$ cat src/rtl/prio_irq_pkg.sv
package prio_irq_pkg;
  typedef enum logic [1:0] {
    REG_ENABLE = 2'd0,
    REG_PRIO   = 2'd1,
    REG_EDGE   = 2'd2,
    REG_CLEAR  = 2'd3
  } reg_sel_e;

  localparam int unsigned WARM_W = 2;
endpackage

$ cat src/rtl/prio_irq_sync.sv
module prio_irq_sync #(
  parameter int W = 1
) (
  input  logic         clk,
  input  logic         rst_n,
  input  logic [W-1:0] d_i,
  output logic [W-1:0] q_o
);
  logic [W-1:0] meta_q, stab_q;

  always_ff @(posedge clk or negedge rst_n) begin
    if (!rst_n) begin
      meta_q <= '0;
      stab_q <= '0;
    end else begin
      meta_q <= d_i;
      stab_q <= meta_q;
    end
  end

  assign q_o = stab_q;
endmodule

$ cat src/rtl/prio_irq_detect.sv
module prio_irq_detect
  import prio_irq_pkg::*;
#(
  parameter int NUM_EXT = 3,
  parameter int CHG_W   = 4,
  localparam int NSRC   = NUM_EXT + 2
) (
  input  logic               clk,
  input  logic               rst_n,
  input  logic [NUM_EXT-1:0] ext_s_i,
  input  logic [CHG_W-1:0]   chg_s_i,
  input  logic [NUM_EXT-1:0] edge_sel_i,
  input  logic               chg_reload_i,
  input  logic               tmr_wrap_i,
  output logic [NSRC-1:0]    evt_o
);
  logic [WARM_W-1:0]  warm_q, warm_d;
  logic               armed;
  logic [NUM_EXT-1:0] prev_q;
  logic [CHG_W-1:0]   snap_q, snap_d;
  logic               snap_ld;

  // Suppress events until the synchronizer holds real pin levels.
  assign armed  = (warm_q == {WARM_W{1'b1}});
  assign warm_d = armed ? warm_q : warm_q + 1'b1;

  assign snap_ld = !armed || chg_reload_i;
  assign snap_d  = snap_ld ? chg_s_i : snap_q;

  always_ff @(posedge clk or negedge rst_n) begin
    if (!rst_n) begin
      warm_q <= '0;
      prev_q <= '0;
      snap_q <= '0;
    end else begin
      warm_q <= warm_d;
      prev_q <= ext_s_i;
      if (snap_ld) snap_q <= snap_d;
    end
  end

  for (genvar i = 0; i < NUM_EXT; i++) begin : g_edge
    logic rise, fall;
    assign rise     = ext_s_i[i] && !prev_q[i];
    assign fall     = !ext_s_i[i] && prev_q[i];
    assign evt_o[i] = armed && (edge_sel_i[i] ? rise : fall);
  end

  assign evt_o[NUM_EXT]   = armed && !chg_reload_i && (chg_s_i != snap_q);
  assign evt_o[NUM_EXT+1] = tmr_wrap_i;
endmodule

$ cat src/rtl/prio_irq_regs.sv
module prio_irq_regs
  import prio_irq_pkg::*;
#(
  parameter int NUM_EXT = 3,
  localparam int NSRC   = NUM_EXT + 2,
  localparam int DATA_W = NSRC + 1
) (
  input  logic               clk,
  input  logic               rst_n,
  input  logic               wr_en_i,
  input  logic [1:0]         wr_addr_i,
  input  logic [DATA_W-1:0]  wr_data_i,
  input  logic [NSRC-1:0]    evt_i,
  output logic [NSRC-1:0]    en_o,
  output logic [NSRC-1:0]    hi_sel_o,
  output logic [NUM_EXT-1:0] edge_sel_o,
  output logic               gie_o,
  output logic [NSRC-1:0]    flag_o,
  output logic               chg_clr_o
);
  logic [NSRC-1:0]    en_q, flag_q, flag_d, clr_mask;
  logic [NSRC-1:1]    prio_q;
  logic [NUM_EXT-1:0] edge_q;
  logic               gie_q;
  logic               ld_en, ld_prio, ld_edge, ld_clr;

  assign ld_en   = wr_en_i && (wr_addr_i == REG_ENABLE);
  assign ld_prio = wr_en_i && (wr_addr_i == REG_PRIO);
  assign ld_edge = wr_en_i && (wr_addr_i == REG_EDGE);
  assign ld_clr  = wr_en_i && (wr_addr_i == REG_CLEAR);

  assign clr_mask = ld_clr ? wr_data_i[NSRC-1:0] : '0;
  // A set event in the clearing cycle wins.
  assign flag_d   = evt_i | (flag_q & ~clr_mask);

  always_ff @(posedge clk or negedge rst_n) begin
    if (!rst_n) begin
      en_q   <= '0;
      gie_q  <= 1'b0;
      prio_q <= '0;
      edge_q <= '1;
      flag_q <= '0;
    end else begin
      if (ld_en) begin
        en_q  <= wr_data_i[NSRC-1:0];
        gie_q <= wr_data_i[DATA_W-1];
      end
      if (ld_prio) prio_q <= wr_data_i[NSRC-1:1];
      if (ld_edge) edge_q <= wr_data_i[NUM_EXT-1:0];
      flag_q <= flag_d;
    end
  end

  assign en_o       = en_q;
  assign hi_sel_o   = {prio_q, 1'b1};
  assign edge_sel_o = edge_q;
  assign gie_o      = gie_q;
  assign flag_o     = flag_q;
  assign chg_clr_o  = clr_mask[NUM_EXT];
endmodule

$ cat src/rtl/prio_irq_ctrl.sv
module prio_irq_ctrl #(
  parameter int NUM_EXT = 3,
  parameter int CHG_W   = 4
) (
  input  logic               clk,
  input  logic               rst_n,
  input  logic [NUM_EXT-1:0] ext_pin_i,
  input  logic [CHG_W-1:0]   port_hi_i,
  input  logic               port_rd_i,
  input  logic               tmr_wrap_i,
  input  logic               sleep_i,
  input  logic               wr_en_i,
  input  logic [1:0]         wr_addr_i,
  input  logic [NUM_EXT+2:0] wr_data_i,
  output logic               irq_hi_o,
  output logic               irq_lo_o,
  output logic               wake_o,
  output logic               vector_req_o
);
  localparam int NSRC = NUM_EXT + 2;

  logic [NUM_EXT-1:0] ext_s, edge_sel;
  logic [CHG_W-1:0]   chg_s;
  logic [NSRC-1:0]    evt, enables, hi_sel, flags, live;
  logic               gie, chg_clr;

  prio_irq_sync #(.W(NUM_EXT + CHG_W)) u_sync (
    .clk   (clk),
    .rst_n (rst_n),
    .d_i   ({port_hi_i, ext_pin_i}),
    .q_o   ({chg_s, ext_s})
  );

  prio_irq_detect #(.NUM_EXT(NUM_EXT), .CHG_W(CHG_W)) u_detect (
    .clk          (clk),
    .rst_n        (rst_n),
    .ext_s_i      (ext_s),
    .chg_s_i      (chg_s),
    .edge_sel_i   (edge_sel),
    .chg_reload_i (chg_clr || port_rd_i),
    .tmr_wrap_i   (tmr_wrap_i),
    .evt_o        (evt)
  );

  prio_irq_regs #(.NUM_EXT(NUM_EXT)) u_regs (
    .clk        (clk),
    .rst_n      (rst_n),
    .wr_en_i    (wr_en_i),
    .wr_addr_i  (wr_addr_i),
    .wr_data_i  (wr_data_i),
    .evt_i      (evt),
    .en_o       (enables),
    .hi_sel_o   (hi_sel),
    .edge_sel_o (edge_sel),
    .gie_o      (gie),
    .flag_o     (flags),
    .chg_clr_o  (chg_clr)
  );

  assign live         = flags & enables;
  assign irq_hi_o     = gie && |(live & hi_sel);
  assign irq_lo_o     = gie && |(live & ~hi_sel);
  assign wake_o       = sleep_i && |live[NUM_EXT-1:0];
  assign vector_req_o = wake_o && gie;
endmodule

$ cat config.mk
export PLATFORM = sky130hd
export DESIGN_NAME = prio_irq_ctrl
export DESIGN_NICKNAME = d
export VERILOG_FILES = /design/src/rtl/prio_irq_pkg.sv /design/src/rtl/prio_irq_sync.sv /design/src/rtl/prio_irq_detect.sv /design/src/rtl/prio_irq_regs.sv /design/src/rtl/prio_irq_ctrl.sv
export SDC_FILE = /design/constraint.sdc
export NUM_CORES = 1
export LEC_CHECK = 0
export BUFFER_PORTS_ARGS = -buffer_cell sky130_fd_sc_hd__buf_4
export CAP_MARGIN = 5
export CORE_MARGIN = 2
export CORE_UTILIZATION = 54
export DETAILED_ROUTE_END_ITERATION = 6
export HOLD_SLACK_MARGIN = 0.02
export MAX_ROUTING_LAYER = met4
export PLACE_DENSITY = 0.77
export SETUP_SLACK_MARGIN = 0.4
export SLEW_MARGIN = 30
export SYNTH_ARGS = -nofsm -noshare
export SYNTH_HDL_FRONTEND = slang
export SYNTH_SLANG_ARGS = --single-unit
$ cat constraint.sdc
create_clock -name clk -period 1.7 [get_ports clk]
set_clock_uncertainty 0.1 [all_clocks]
set_input_delay 0.34 -clock clk [delete_from_list [all_inputs] [get_ports clk]]
set_output_delay 0.34 -clock clk [all_outputs]
set_load 0.05 [all_outputs]
# After elaboration in Yosys (flattened, before gate mapping)
# Index checks and enable logic that the tools add are counted.
dict set report totals {
  register_bits 41
  elab_cells 60
}
dict set report op_classes {
  n_addsub 1
  eq_ne 5
  n_mux 4
  n_bitwise 7
  reduce_logical 33
}
# cell n
set ops {}
lappend ops {{$and 5x5->5} 4}
lappend ops {{$logic_and 1x1->1} 19}
lappend ops {{$not 5->5} 2}
lappend ops {{$reduce_or 5->1} 2}
lappend ops {{$logic_not 1->1} 8}
lappend ops {{$eq 2x2->1 const B} 3}
lappend ops {{$mux 5} 1}
lappend ops {{$or 5x5->5} 1}
lappend ops {{$ne 4x4->1} 1}
lappend ops {{$mux 1} 3}
lappend ops {{$reduce_or 3->1} 1}
lappend ops {{$add 2x1->2 const B} 1}
lappend ops {{$eq 2x1->1 const B} 1}
lappend ops {{$logic_not 2->1} 1}
lappend ops {{$logic_or 1x1->1} 2}

# Longest topological paths before layout
dict set report logic_depth {
  word_depth 8
  mapped_depth 3
  mapped_depth_nobuf 3
}

# Modules after synthesis
# Synthesis repeated with hierarchy kept, for this count alone.
dict set report unflattened {
  hier_cells 115
  hier_area_um2 1651.6
}
# module n_inst cells_per_inst area_each_um2
set by_module_without_submodules {}
lappend by_module_without_submodules {prio_irq_regs 1 49 732.0}
lappend by_module_without_submodules {prio_irq_detect 1 32 454.2}
lappend by_module_without_submodules {prio_irq_sync 1 14 350.3}
lappend by_module_without_submodules {prio_irq_ctrl 1 20 115.1}

# Worst setup path before layout
# No wires, ideal clock.
dict set report synth_timing {
  path_type {reg2out}
  from {register u_regs.flag_q[4] (netlist: u_regs.flag_o[4])}
  to {output port irq_hi_o}
  t_arrival_ns 1.394
  required_ns 1.260
  path_slack_ns -0.134
  path_stages_with_launch 4
  path_cell_list {dfrtp_1 and3_1 a31oi_1 a41oi_1}
}
dict set report synth_via {
  elab_chain_cells 4
}
# item line_no
set synth_rtl {}
lappend synth_rtl {{start: declaration} prio_irq_regs.sv:21} ;# logic [NSRC-1:0] en_q, flag_q, flag_d, clr_mask;
lappend synth_rtl {{start signal: assignment} prio_irq_regs.sv:50} ;# flag_q <= flag_d;
lappend synth_rtl {{$and 5x5->5} prio_irq_ctrl.sv:60} ;# assign live = flags & enables;
lappend synth_rtl {{$and 5x5->5} prio_irq_ctrl.sv:61} ;# assign irq_hi_o = gie && |(live & hi_sel);
lappend synth_rtl {{$reduce_or 5->1} prio_irq_ctrl.sv:61}
lappend synth_rtl {{$logic_and 1x1->1} prio_irq_ctrl.sv:61}
lappend synth_rtl {{end: declaration} prio_irq_ctrl.sv:15} ;# output logic irq_hi_o,
# No other way between the ends.

# Worst setup path after layout
dict set report layout_timing {
  from {register u_regs.prio_q[4] (netlist bit)}
  to {output port irq_hi_o}
}
dict set report layout_via {
  elab_chain_cells 3
}
# item line_no
set layout_rtl {}
lappend layout_rtl {{start: declaration} prio_irq_regs.sv:22} ;# logic [NSRC-1:1] prio_q;
lappend layout_rtl {{start signal: assignment} prio_irq_regs.sv:48} ;# if (ld_prio) prio_q <= wr_data_i[NSRC-1:1];
lappend layout_rtl {{$and 5x5->5} prio_irq_ctrl.sv:61}
lappend layout_rtl {{$reduce_or 5->1} prio_irq_ctrl.sv:61}
lappend layout_rtl {{$logic_and 1x1->1} prio_irq_ctrl.sv:61}
# No other way between the ends.

==> metrics.md <==
| Metric | Value |
|---|---|
| Reg-to-reg slack, setup | 430 ps |
| Total power | about 0.0024 W |
| Reg-to-reg startpoint | u_detect.warm_q[0] |
| Detail Placement HPWL | 1810 um |
| Io pins | 25 |
| Largest net degree at the start of global routing | 42 |
| Hold path start | tmr_wrap_i |
| DR iter-0 viols | 32 |
| Fill cells | 157 |
| Via count of the first global-routing pass | 1,119 |
| Clock root buffer | clkbuf_4 |
| Initial core utilization | 56.75% |
| Post-route ant nets | 0 |
| Final Max Slew Viols | 0 |
| Final worst slack | -117.9 ps |
| Slew headroom | 67.49% |
| Nets@finish | 179 |
| Non-Filler Instances | 189 |
| R2r endpoint | u_detect.snap_q[2] |
| Num CTS Buffers | 5 |
| Routability Congestion | 0.8518 |
| Layout cell share with drive strength beyond 1 | 47.47% |
| First drt pass iteration count | 4 |
| Die area | about 3300 um2 |
| N_diodes | 0 |
| DRC viols | 0 |
| Area of the core | 2734 um2 |
| Max Clock Freq | 550.1 MHz |
| Hold Crit Class | input port to register |
| Sequential area share after synthesis | 66.37% |
| Reg clk slew, reported paths | 120 ps |
| Clk buf depth | 2 |
| Worst Hold Path Cells | 2 |
| Row cnt | 19 |
| First-pass GRT wire length | 4878 um |
| Data arrival time of the worst path | 1380 ps |
| Tmin final | 1818 ps |
| CP Max Fanout | 2 |
| Sequential Area | 1030 um2 |
| Die Height | 57.60 um |
| Syn avg cell area | between 10 and 15 um2 |
| Worst-Margin Slew | 487.7 ps |
| Leak | 0.9547 nW |
| Power Density | 1118 nW/um2 |
| Post-Layout Inst Area | around 2100 um2 |
| #FFs+latches synth | 41 |
| Htree depth | 2 |
| Reg2reg path depth | 3 |
| Worst skew pair latency | approximately 340 ps |
| CP endpoint kind | output port |
| Clock Sinks | 41 |
| CTS tree | built |
| Failing checks | setup timing |
| Area after DPL | 1805 um2 |
| Post-Place Worst Slack | roughly 190 ps |
| Utilization after layout | 78.40% |
| Placed Instances | 164 |
| Area of the mapped netlist | around 1600 um2 |
| Remaining global-route overflow | 0 |
| RSZ-0062 raised after global routing | true |
| Status | finished, violations left |
| Synth unique cells | 25 |
| Hold endpoint | u_regs.flag_o[4] |
| Yosys warning total | 0 |
| Total track usage | between 20% and 30% |
| DR WL/cell | between 10 and 15 um |
| Final period util | 106.9% |
| Via count | 1,039 |
| Area grow syn2layout | 38.15% |
| Post-Syn Nets | between 100 and 150 |
| Initial antenna violation count | 0 |
| Fin. Hold Viols | 0 |
| Die width | 57.60 um |
| DR vias/cell | 5.497 |
| Worst setup SP type | register |
| Area occupied by multi-input gates | 614.3 um2 |
| Max Cap Viol | 0 |
| Final wirelength | around 2800 um |
| Port Buf Inserts | 24 |
| Setup-failing EPs final | 2 |
| Post-Syn Instances | 109 |
| Peak supply drop | 0.0009609 V |
| WP data required | roughly 1300 ps |
| Critical path class | register to output port |
critical path: stages (launching register included):
cell and delay, ps:
dfrtp_1 400, and3_4 190, a31oi_4 160, a41oi_4 120
buf_6 170
cells in the mapped netlist:
| cell type | n | area (um2) |
|---|---|---|
| dfstp_2 | 3 | 78.83 |
| o22ai_1 | 4 | 25.02 |
| nand3b_2 | 1 | 11.26 |
| a21o_1 | 1 | 7.510 |
| nor4_1 | 1 | 6.260 |
| ha_1 | 1 | 12.51 |
| and2_1 | 1 | 6.260 |
| nand3b_1 | 3 | 22.52 |
| dfrtp_1 | 38 | 950.9 |
| nand2b_1 | 3 | 18.77 |
| o21ai_0 | 3 | 15.01 |
| xnor2_1 | 1 | 8.760 |
| a41oi_1 | 1 | 8.760 |
| mux2_2 | 17 | 191.4 |
| nor3b_4 | 1 | 18.77 |
| o21a_1 | 1 | 7.510 |
| xor2_1 | 4 | 35.03 |
| nand3_1 | 3 | 15.01 |
| nand4_1 | 1 | 6.260 |
| and3_2 | 1 | 7.510 |
| a31oi_1 | 1 | 6.260 |
| nand2_1 | 13 | 48.80 |
| a22o_1 | 3 | 26.28 |
| inv_1 | 1 | 3.750 |
| and3_1 | 2 | 12.51 |
kinds of logic (layout without fill, tap and decap cells):
logic type	after synthesis	in the layout	share of synthesized area, %
DFF	41	41	66.37
AOI/OAI and AO/OA	14	14	6.210
buffers and inverters	1	50	0.2417
xor gates and xnor gates	5	5	2.822
and+or+nand+nor	30	30	11.21
muxes	17	17	12.34
adders and majority gates	1	1	0.8063
power breakdown:
part | total (W) | internal, W | switching (W)
Sequential | 0.00117 | 0.00109 | 0.0000776
Combinational | 0.000476 | 0.000257 | 0.000219
Clock | 0.000755 | 0.000455 | 0.000300
Total | 0.00240 | 0.00180 | 0.000596
cell usage in the layout, fill, tap and decap left out:
master / netlist / routed
a21o_1: 1 / 1
a22o_1: 3 / 3
a31oi_4: 0 / 1
a41oi_4: 0 / 1
and2_4: 0 / 1
and3_2: 1 / 1
and3_4: 0 / 2
buf_4: 0 / 29
buf_6: 0 / 1
buf_8: 0 / 3
bufinv_16: 0 / 2
clkbuf_4: 0 / 5
clkinv_2: 0 / 1
dfrtp_1: 38 / 38
dfstp_2: 3 / 3
dlygate4sd3_1: 0 / 8
ha_4: 0 / 1
inv_1: 1 / 1
mux2_2: 17 / 13
mux2_4: 0 / 4
nand2_1: 13 / 10
nand2_2: 0 / 3
nand2b_1: 3 / 3
nand3_1: 3 / 2
nand3_2: 0 / 1
nand3b_1: 3 / 3
nand3b_4: 0 / 1
nand4_1: 1 / 1
nor3b_4: 1 / 1
nor4_1: 1 / 1
o21a_2: 0 / 1
o21ai_0: 3 / 3
o22ai_1: 4 / 4
xnor2_1: 1 / 1
xor2_1: 4 / 4
worst max path at each step:
stage                                start  endpoint  slack, ps  cells past startpoint
final                     u_regs.prio_q[4]  irq_hi_o       -120                      4
after CTS                 u_regs.flag_o[4]  irq_lo_o       -140                      5
after global placement    u_regs.prio_q[4]  irq_hi_o        200                      4
after global routing      u_regs.prio_q[4]  irq_hi_o       -180                      4
after floorplan           u_regs.prio_q[4]  irq_hi_o        290                      3
after detailed placement  u_regs.flag_o[4]  irq_hi_o        190                      4
timing repair:
action | in CTS | in global routing
setup endpoints to repair | 8 | 8
pin swaps | 8 | 3
gates resized for setup | 14 | 6
hold buffers | 8 | 0
setup buffers | 6 | 3
endpoints found under the hold margin | 45 | 0
cloned | 0 | 0
cell type report:
class,instances,area share (%)
sequential,41,48.04
multi-input combinational,67,28.66
timing repair buffer,41,16.52
clock inverter,3,3.036
tap,31,1.810
clock buffer,5,1.751
inverter,1,0.1751
sequential cells by signal, summed over array words and instances (netlist names):
register	count
u_sync.meta_q	7
u_sync.q_o	7
u_regs.en_o	5
u_regs.flag_o	5
u_detect.snap_q	4
u_regs.prio_q	4
u_detect.prev_q	3
u_regs.edge_sel_o	3
u_detect.warm_q	2
u_regs.gie_o	1
per-layer routing:
metal | track usage, % | vias up | routed length, um
li1 | - | 490 | -
met1 | 24.00 | 522 | 1163
met2 | 33.44 | 21 | 1453
met3 | 6.122 | 6 | 121
met4 | 6.645 | 0 | 42
met5 | - | - | 0
metrics by stage:
stage | setup TNS, ps | hold slack (ps)
after floorplan | 0 | -55.59
after global placement | 0 | 231.0
after detailed placement | 0 | 237.2
after CTS | -284.5 | 59.27
after global routing | -484.1 | 52.84
final | -229.0 | 79.34
Power figures use the tool's default switching activity.
